## config.mk

```make
export PLATFORM = sky130hd
export DESIGN_NAME = snoop_filter_dir
export DESIGN_NICKNAME = d
export VERILOG_FILES = /design/src/rtl/sf_pkg.sv /design/src/rtl/sf_way_match.sv /design/src/rtl/sf_plru.sv /design/src/rtl/sf_snoop_policy.sv /design/src/rtl/snoop_filter_dir.sv
export SDC_FILE = /design/constraint.sdc
export NUM_CORES = 1
export LEC_CHECK = 0
export CORE_UTILIZATION = 65
export DETAILED_ROUTE_END_ITERATION = 12
export PLACE_DENSITY = 0.83
export SYNTH_ARGS = -nofsm -noshare
export SYNTH_HDL_FRONTEND = slang
export SYNTH_SLANG_ARGS = --single-unit
```

## constraint.sdc

```tcl
create_clock -name clk -period 11.08 [get_ports clk]
set_input_delay 3.324 -clock clk [delete_from_list [all_inputs] [get_ports clk]]
set_output_delay 3.324 -clock clk [all_outputs]
set_load 0.03 [all_outputs]
```

## src/rtl/sf_pkg.sv

```systemverilog
package sf_pkg;
  localparam int WAYS  = 4;
  localparam int WAY_W = 2;

  typedef enum logic [1:0] {
    ST_IDLE = 2'd0,
    ST_LOOK = 2'd1,
    ST_BINV = 2'd2,
    ST_RSP  = 2'd3
  } sf_state_e;
endpackage

```

## src/rtl/sf_way_match.sv

```systemverilog
module sf_way_match
  import sf_pkg::*;
#(
  parameter int TAG_W = 10
) (
  input  logic [WAYS-1:0][TAG_W-1:0] set_tags,
  input  logic [WAYS-1:0]            set_vals,
  input  logic [TAG_W-1:0]           look_tag,
  output logic                       hit,
  output logic [WAY_W-1:0]           hit_way,
  output logic                       free_any,
  output logic [WAY_W-1:0]           free_way
);
  logic [WAYS-1:0] match;

  for (genvar w = 0; w < WAYS; w++) begin : g_cmp
    assign match[w] = set_vals[w] && (set_tags[w] == look_tag);
  end

  always_comb begin
    hit      = |match;
    free_any = ~&set_vals;
    hit_way  = '0;
    free_way = '0;
    for (int w = WAYS - 1; w >= 0; w--) begin
      if (match[w])     hit_way  = WAY_W'(w);
      if (!set_vals[w]) free_way = WAY_W'(w);
    end
  end


  always_comb begin
    a_r10_onehot_match_chk: assert ($onehot0(match));
  end
endmodule

```

## src/rtl/sf_plru.sv

```systemverilog
module sf_plru
  import sf_pkg::*;
(
  input  logic [2:0]       cur,
  input  logic [WAY_W-1:0] touch_way,
  output logic [WAY_W-1:0] victim,
  output logic [2:0]       nxt
);
  always_comb begin
    victim = cur[0] ? {1'b1, cur[2]} : {1'b0, cur[1]};
    nxt    = cur;
    nxt[0] = ~touch_way[1];
    if (touch_way[1]) nxt[2] = ~touch_way[0];
    else              nxt[1] = ~touch_way[0];
  end
endmodule

```

## src/rtl/sf_snoop_policy.sv

```systemverilog
module sf_snoop_policy #(
  parameter int NCORE  = 4,
  parameter int CORE_W = 2
) (
  input  logic [NCORE-1:0]  pres,
  input  logic [CORE_W-1:0] core,
  input  logic              excl,
  input  logic              hit,
  output logic [NCORE-1:0]  own,
  output logic [NCORE-1:0]  snoop,
  output logic [NCORE-1:0]  pres_next
);
  logic [NCORE-1:0] others;
  logic             single;

  always_comb begin
    own    = '0;
    own[core] = 1'b1;
    others = pres & ~own;
    single = ($countones(pres) == 1);
    if (!hit)      snoop = '0;
    else if (excl) snoop = others;
    else           snoop = single ? others : '0;
    pres_next = excl ? own : (pres | own);
  end


  always_comb begin
    a_r2_read_snoop_single_chk: assert (excl || $onehot0(snoop));
  end
endmodule

```

## src/rtl/snoop_filter_dir.sv

```systemverilog
module snoop_filter_dir
  import sf_pkg::*;
#(
  parameter int NCORE  = 4,
  parameter int ADDR_W = 12,
  parameter int SET_W  = 2
) (
  input  logic                        clk,
  input  logic                        rst_n,
  input  logic                        req_valid,
  output logic                        req_ready,
  input  logic [ADDR_W-1:0]           req_addr,
  input  logic [$clog2(NCORE)-1:0]    req_core,
  input  logic                        req_excl,
  output logic                        rsp_valid,
  input  logic                        rsp_ready,
  output logic                        rsp_hit,
  output logic                        rsp_mem,
  output logic [NCORE-1:0]            rsp_snoop,
  output logic                        binv_valid,
  input  logic                        binv_ready,
  output logic [ADDR_W-1:0]           binv_addr,
  output logic [NCORE-1:0]            binv_mask
);
  localparam int CORE_W = $clog2(NCORE);
  localparam int TAG_W  = ADDR_W - SET_W;
  localparam int SETS   = 1 << SET_W;

  logic [WAYS-1:0][TAG_W-1:0] tag_q  [SETS];
  logic [WAYS-1:0]            val_q  [SETS];
  logic [WAYS-1:0][NCORE-1:0] pres_q [SETS];
  logic [2:0]                 plru_q [SETS];

  sf_state_e          st;
  logic [ADDR_W-1:0]  rq_addr;
  logic [CORE_W-1:0]  rq_core;
  logic               rq_excl;
  logic [WAY_W-1:0]   vic_q;

  logic [SET_W-1:0]   rq_set;
  logic [TAG_W-1:0]   rq_tag;
  logic               hit, free_any;
  logic [WAY_W-1:0]   hit_way, free_way, plru_vic, pick_way, touch_way;
  logic [2:0]         plru_nxt;
  logic [NCORE-1:0]   own, snoop, pres_next, hit_pres, pick_pres;

  assign rq_set = rq_addr[SET_W-1:0];
  assign rq_tag = rq_addr[ADDR_W-1:SET_W];

  sf_way_match #(.TAG_W(TAG_W)) u_match (
    .set_tags (tag_q[rq_set]),
    .set_vals (val_q[rq_set]),
    .look_tag (rq_tag),
    .hit      (hit),
    .hit_way  (hit_way),
    .free_any (free_any),
    .free_way (free_way)
  );

  assign pick_way  = free_any ? free_way : plru_vic;
  assign touch_way = (st == ST_BINV) ? vic_q : (hit ? hit_way : pick_way);
  assign hit_pres  = pres_q[rq_set][hit_way];
  assign pick_pres = pres_q[rq_set][pick_way];

  sf_plru u_plru (
    .cur       (plru_q[rq_set]),
    .touch_way (touch_way),
    .victim    (plru_vic),
    .nxt       (plru_nxt)
  );

  sf_snoop_policy #(.NCORE(NCORE), .CORE_W(CORE_W)) u_policy (
    .pres      (hit_pres),
    .core      (rq_core),
    .excl      (rq_excl),
    .hit       (hit),
    .own       (own),
    .snoop     (snoop),
    .pres_next (pres_next)
  );

  assign req_ready  = (st == ST_IDLE);
  assign rsp_valid  = (st == ST_RSP);
  assign binv_valid = (st == ST_BINV);

  always_ff @(posedge clk or negedge rst_n) begin
    if (!rst_n) begin
      st        <= ST_IDLE;
      rq_addr   <= '0;
      rq_core   <= '0;
      rq_excl   <= 1'b0;
      vic_q     <= '0;
      rsp_hit   <= 1'b0;
      rsp_mem   <= 1'b0;
      rsp_snoop <= '0;
      binv_addr <= '0;
      binv_mask <= '0;
      for (int s = 0; s < SETS; s++) begin
        tag_q[s]  <= '0;
        val_q[s]  <= '0;
        pres_q[s] <= '0;
        plru_q[s] <= '0;
      end
    end else begin
      unique case (st)
        ST_IDLE: if (req_valid) begin
          rq_addr <= req_addr;
          rq_core <= req_core;
          rq_excl <= req_excl;
          st      <= ST_LOOK;
        end
        ST_LOOK: begin
          if (hit) begin
            pres_q[rq_set][hit_way] <= pres_next;
            plru_q[rq_set]          <= plru_nxt;
            rsp_hit   <= 1'b1;
            rsp_mem   <= 1'b0;
            rsp_snoop <= snoop;
            st        <= ST_RSP;
          end else begin
            rsp_hit   <= 1'b0;
            rsp_mem   <= 1'b1;
            rsp_snoop <= '0;
            if (val_q[rq_set][pick_way] && (pick_pres != '0)) begin
              vic_q     <= pick_way;
              binv_addr <= {tag_q[rq_set][pick_way], rq_set};
              binv_mask <= pick_pres;
              st        <= ST_BINV;
            end else begin
              tag_q[rq_set][pick_way]  <= rq_tag;
              val_q[rq_set][pick_way]  <= 1'b1;
              pres_q[rq_set][pick_way] <= own;
              plru_q[rq_set]           <= plru_nxt;
              st                       <= ST_RSP;
            end
          end
        end
        ST_BINV: if (binv_ready) begin
          tag_q[rq_set][vic_q]  <= rq_tag;
          val_q[rq_set][vic_q]  <= 1'b1;
          pres_q[rq_set][vic_q] <= own;
          plru_q[rq_set]        <= plru_nxt;
          st                    <= ST_RSP;
        end
        ST_RSP: if (rsp_ready) st <= ST_IDLE;
        default: st <= ST_IDLE;
      endcase
    end
  end


  miss_no_snoop_chk: assert property (@(posedge clk) disable iff (!rst_n)
    (rsp_valid && !rsp_hit) |-> (rsp_mem && rsp_snoop == '0));


  no_self_snoop_chk: assert property (@(posedge clk) disable iff (!rst_n)
    rsp_valid |-> !rsp_snoop[rq_core]);


  binv_before_rsp_chk: assert property (@(posedge clk) disable iff (!rst_n)
    (binv_valid && binv_ready) |=> (rsp_valid && !binv_valid));


  binv_mask_nonzero_chk: assert property (@(posedge clk) disable iff (!rst_n)
    binv_valid |-> (binv_mask != '0));


  rsp_hold_chk: assert property (@(posedge clk) disable iff (!rst_n)
    (rsp_valid && !rsp_ready) |=>
      (rsp_valid && $stable(rsp_hit) && $stable(rsp_mem) && $stable(rsp_snoop)));


  binv_hold_chk: assert property (@(posedge clk) disable iff (!rst_n)
    (binv_valid && !binv_ready) |=>
      (binv_valid && $stable(binv_addr) && $stable(binv_mask)));


  busy_no_accept_chk: assert property (@(posedge clk) disable iff (!rst_n)
    (req_valid && req_ready) |=> (!req_ready && !rsp_valid));
endmodule

```

==> impl_metrics.toml <==
[min_path]
hold_start = "val_q[15]"
hold_path_class = "flip-flop to flip-flop"
whs_endpoint = "val_q[15]"
holdPathStages = 1

[synth]
synth_seq_cells = 293
ys.flop_type = "dfrtp_1"
synthArstFlopShare_pct = 100
avgSynthCellArea_um2 = 12.4
ys_types = 74
synth.net_count = 1253
yosysSeqAreaShare_pct = 48.4
synth_edf_count = 0
synth_cells = 1225
yosysWarnings = 0
syn_area_um2 = 15100

[routing]
firstDrtPassIters = 5
wl_mm = 39.4
drt-vias-per-instance = 6.84
num_vias = 10700
drt_iter0_markers = 1217
wl_per_cell_um = 25.2
ant_nets = 0
drc = 0

[critical_path]
crit_fanout = 42
crit_slowest_cell = "dfrtp_4"
cp-end-kind = "flip-flop"
critical_path.startpoint_type = "flip-flop"
worst_path_dominant_cell_family = "simple AND/OR/NAND/NOR gates"
reg2regPathDepth = 17
rrSetupSlack_ns = 4.88
max_stage_delay_ns = 0.86
required_ns = 11.56
reg2reg_to = "rsp_snoop[3]"
cp-startpoint = "rq_addr[0]"
r2r-start = "rq_addr[0]"
crit_type = "flip-flop to flip-flop"
cp.arrival_ns = 6.68
path_buf_inv = 2
path_cells = "buf_4, mux4_1, xnor2_1, nand4_1, a2111oi_4, nand4bb_1, nor2_1, nor3_2, inv_1, ha_1, ha_1, fa_1, nor3b_1, o21ai_0, nor2_1, nand2_1, o22ai_1"
cp.depth = 17

[cts]
insertion_delay_ns = 0.57
clkTransAtPathRegs_ns = 0.06
cts_max_level = 1
cts_tree = "done"
clock-root-buffer = "clkbuf_16"
cts_sinks = 293
numCtsBuffers = 31
ctsHoldBuffers = 0
ctsResizeCount = 0
cts_buffer_depth = 3
cts_setup_buffers = 0

[die]
core_area_um2 = 22800
io_pins = 45
row_count = 55
initial_utilization_pct = 66.5
die_x_um = 155
die_area_um2 = 23900
die_y_um = 155

[power_and_ir_drop]
power_leakage_nw = 7.23
power_mw = 6.04
irDropWorstVdd_mv = 0.284
power_density_nw_per_um2 = 362

[sta]
clock_skew_ns = 0.0143
hold_slack_ns = 0.471
finalCritPeriodShare_pct = 56.0
period_minus_slack_ns = 6.20
slew_viol_final = 0
finalSetupViolCount = 0
tightest_slew_ns = 1.37
final_hold_viol_count = 0
fin_tns_setup_ns = 0
rsz0062_at_grt = "no"
max_freq_mhz = 161
slew_headroom_pct = 7.82

[grt]
grt_max_degree = 114
grt_usage_pct = 34.6
grt_pass1_wl_mm = 62.8
antenna_found_initial = 1
grt.overflow.total = 0
grt_pass1_vias = 10700

[layout]
final_common_cell = "dfrtp_1"
syn_to_final_growth_pct = 10.1
antennaDiodeCount = 0
drive_gt1_share_pct = 28.9
layout.nets = 1255
stdcell_count = 1564
mostFrequentLayoutCells = "291 x dfrtp_1, 201 x mux2_2, 121 x nand2_1, 65 x o21ai_0, 57 x mux4_2"
final_area_um2 = 16700

[placed_design]
io_buffers = 44
place_area_um2 = 15600
globalplace.congestion = 0.967
placed_cells = 1507
dpl.hpwl_mm = 26.4

[run]
cap_violations = 0

[run_status]
status = "complete, no violations"
[state kept, by name, indices dropped and copies added (netlist names), 2 cells and up]
name,count
tag_q,160
pres_q,64
rq_addr,12
val_q,16
st,2
plru_q,12
vic_q,2
rq_core,2
binv_mask,4
rsp_snoop,4
binv_addr,12
[worst max-delay path by stage]
stage,to,slack (ns)
final,rsp_snoop[3],4.88
after global routing,rsp_snoop[3],4.39
after CTS,rsp_snoop[3],4.87
after detailed placement,rsp_snoop[3],4.91
after global placement,rsp_snoop[3],5.03
after floorplan,pres_q[10],6.31
[stage by stage]
step / setup WS [ns] / util [%]
6_report: 4.88 / 73.2
4_1_cts: 4.87 / 73.2
3_5_place_dp: 4.91 / 68.5
3_3_place_gp: 5.03 / 68.5
2_1_floorplan: 6.31 / -
5_1_grt: 4.39 / 73.2
[synth_stat cells (3+ instances only)]
cell       number  area share, %
o211ai_1        8           0.40
a31o_2          4           0.23
o31ai_1        13           0.64
or2_2          10           0.41
o2bb2ai_1      13           0.75
nor3_1          3          0.099
a31oi_1        10           0.41
buf_4          13           0.64
mux2i_1        13           0.86
o21ai_0        65            2.1
a32o_1         21            1.4
buf_12          3           0.40
nor2b_1         9           0.37
mux2_2        201             15
and3_1          3           0.12
xor2_1          9           0.52
o22ai_1         7           0.29
xnor2_1        29            1.7
ha_1            7           0.58
a22o_1          6           0.35
mux4_1          6            1.0
buf_1           5           0.12
o31a_1          3           0.17
nand2_1       121            3.0
buf_6           6           0.45
inv_1          18           0.45
dfrtp_1       293             48
o21ai_1         4           0.13
nand3_1        16           0.53
clkbuf_1       37           0.92
mux4_2         57            8.5
mux2_1         11           0.82
nor4_1          3           0.12
o2111ai_1       3           0.17
and2_1          7           0.29
nor2_2          4           0.17
nand2b_1       26            1.1
o21a_1          8           0.40
a21oi_1        19           0.63
or3_1           9           0.37
nor2_1         49            1.2
buf_2          28           0.93
nand4_1         6           0.25
a21boi_0        3           0.15
[power by group]
group	leakage [nW]	total (mW)	switching (mW)	internal [mW]
Combinational	2.94	3.04	1.76	1.28
Sequential	3.77	1.91	0.413	1.50
Clock	0.531	1.09	0.434	0.660
[per-layer routing]
metal  global-route usage [%]  routed length [um]  share of wire (%)
met1                     51.7               16800                 43
met2                     52.0               17900                 45
met4                     10.3                1180                3.0
met5                        0                  12              0.030
met3                     6.25                3540                9.0
[cell families after synthesis]
| logic type | count (synthesis) | synth area share, % |
|---|---|---|
| xor gates and xnor gates | 38 | 2.20 |
| DFF | 293 | 48.4 |
| buffers and inverters | 112 | 4.00 |
| and+or+nand+nor | 281 | 9.04 |
| muxes | 288 | 26.1 |
| adders and majority gates | 8 | 0.710 |
| AOI/OAI and AO/OA | 205 | 9.52 |
[layout make-up]
cell class | count | area (um2)
Clock inverter | 13 | 181
Tap cell | 313 | 392
Sequential cell | 293 | 7340
Clock buffer | 44 | 905
Fill cell | 1469 | 6090
Multi-Input combinational cell | 820 | 7210
Timing Repair Buffer | 63 | 588
Inverter | 18 | 67.6
Note: power is estimated with default switching activity, not from simulation.
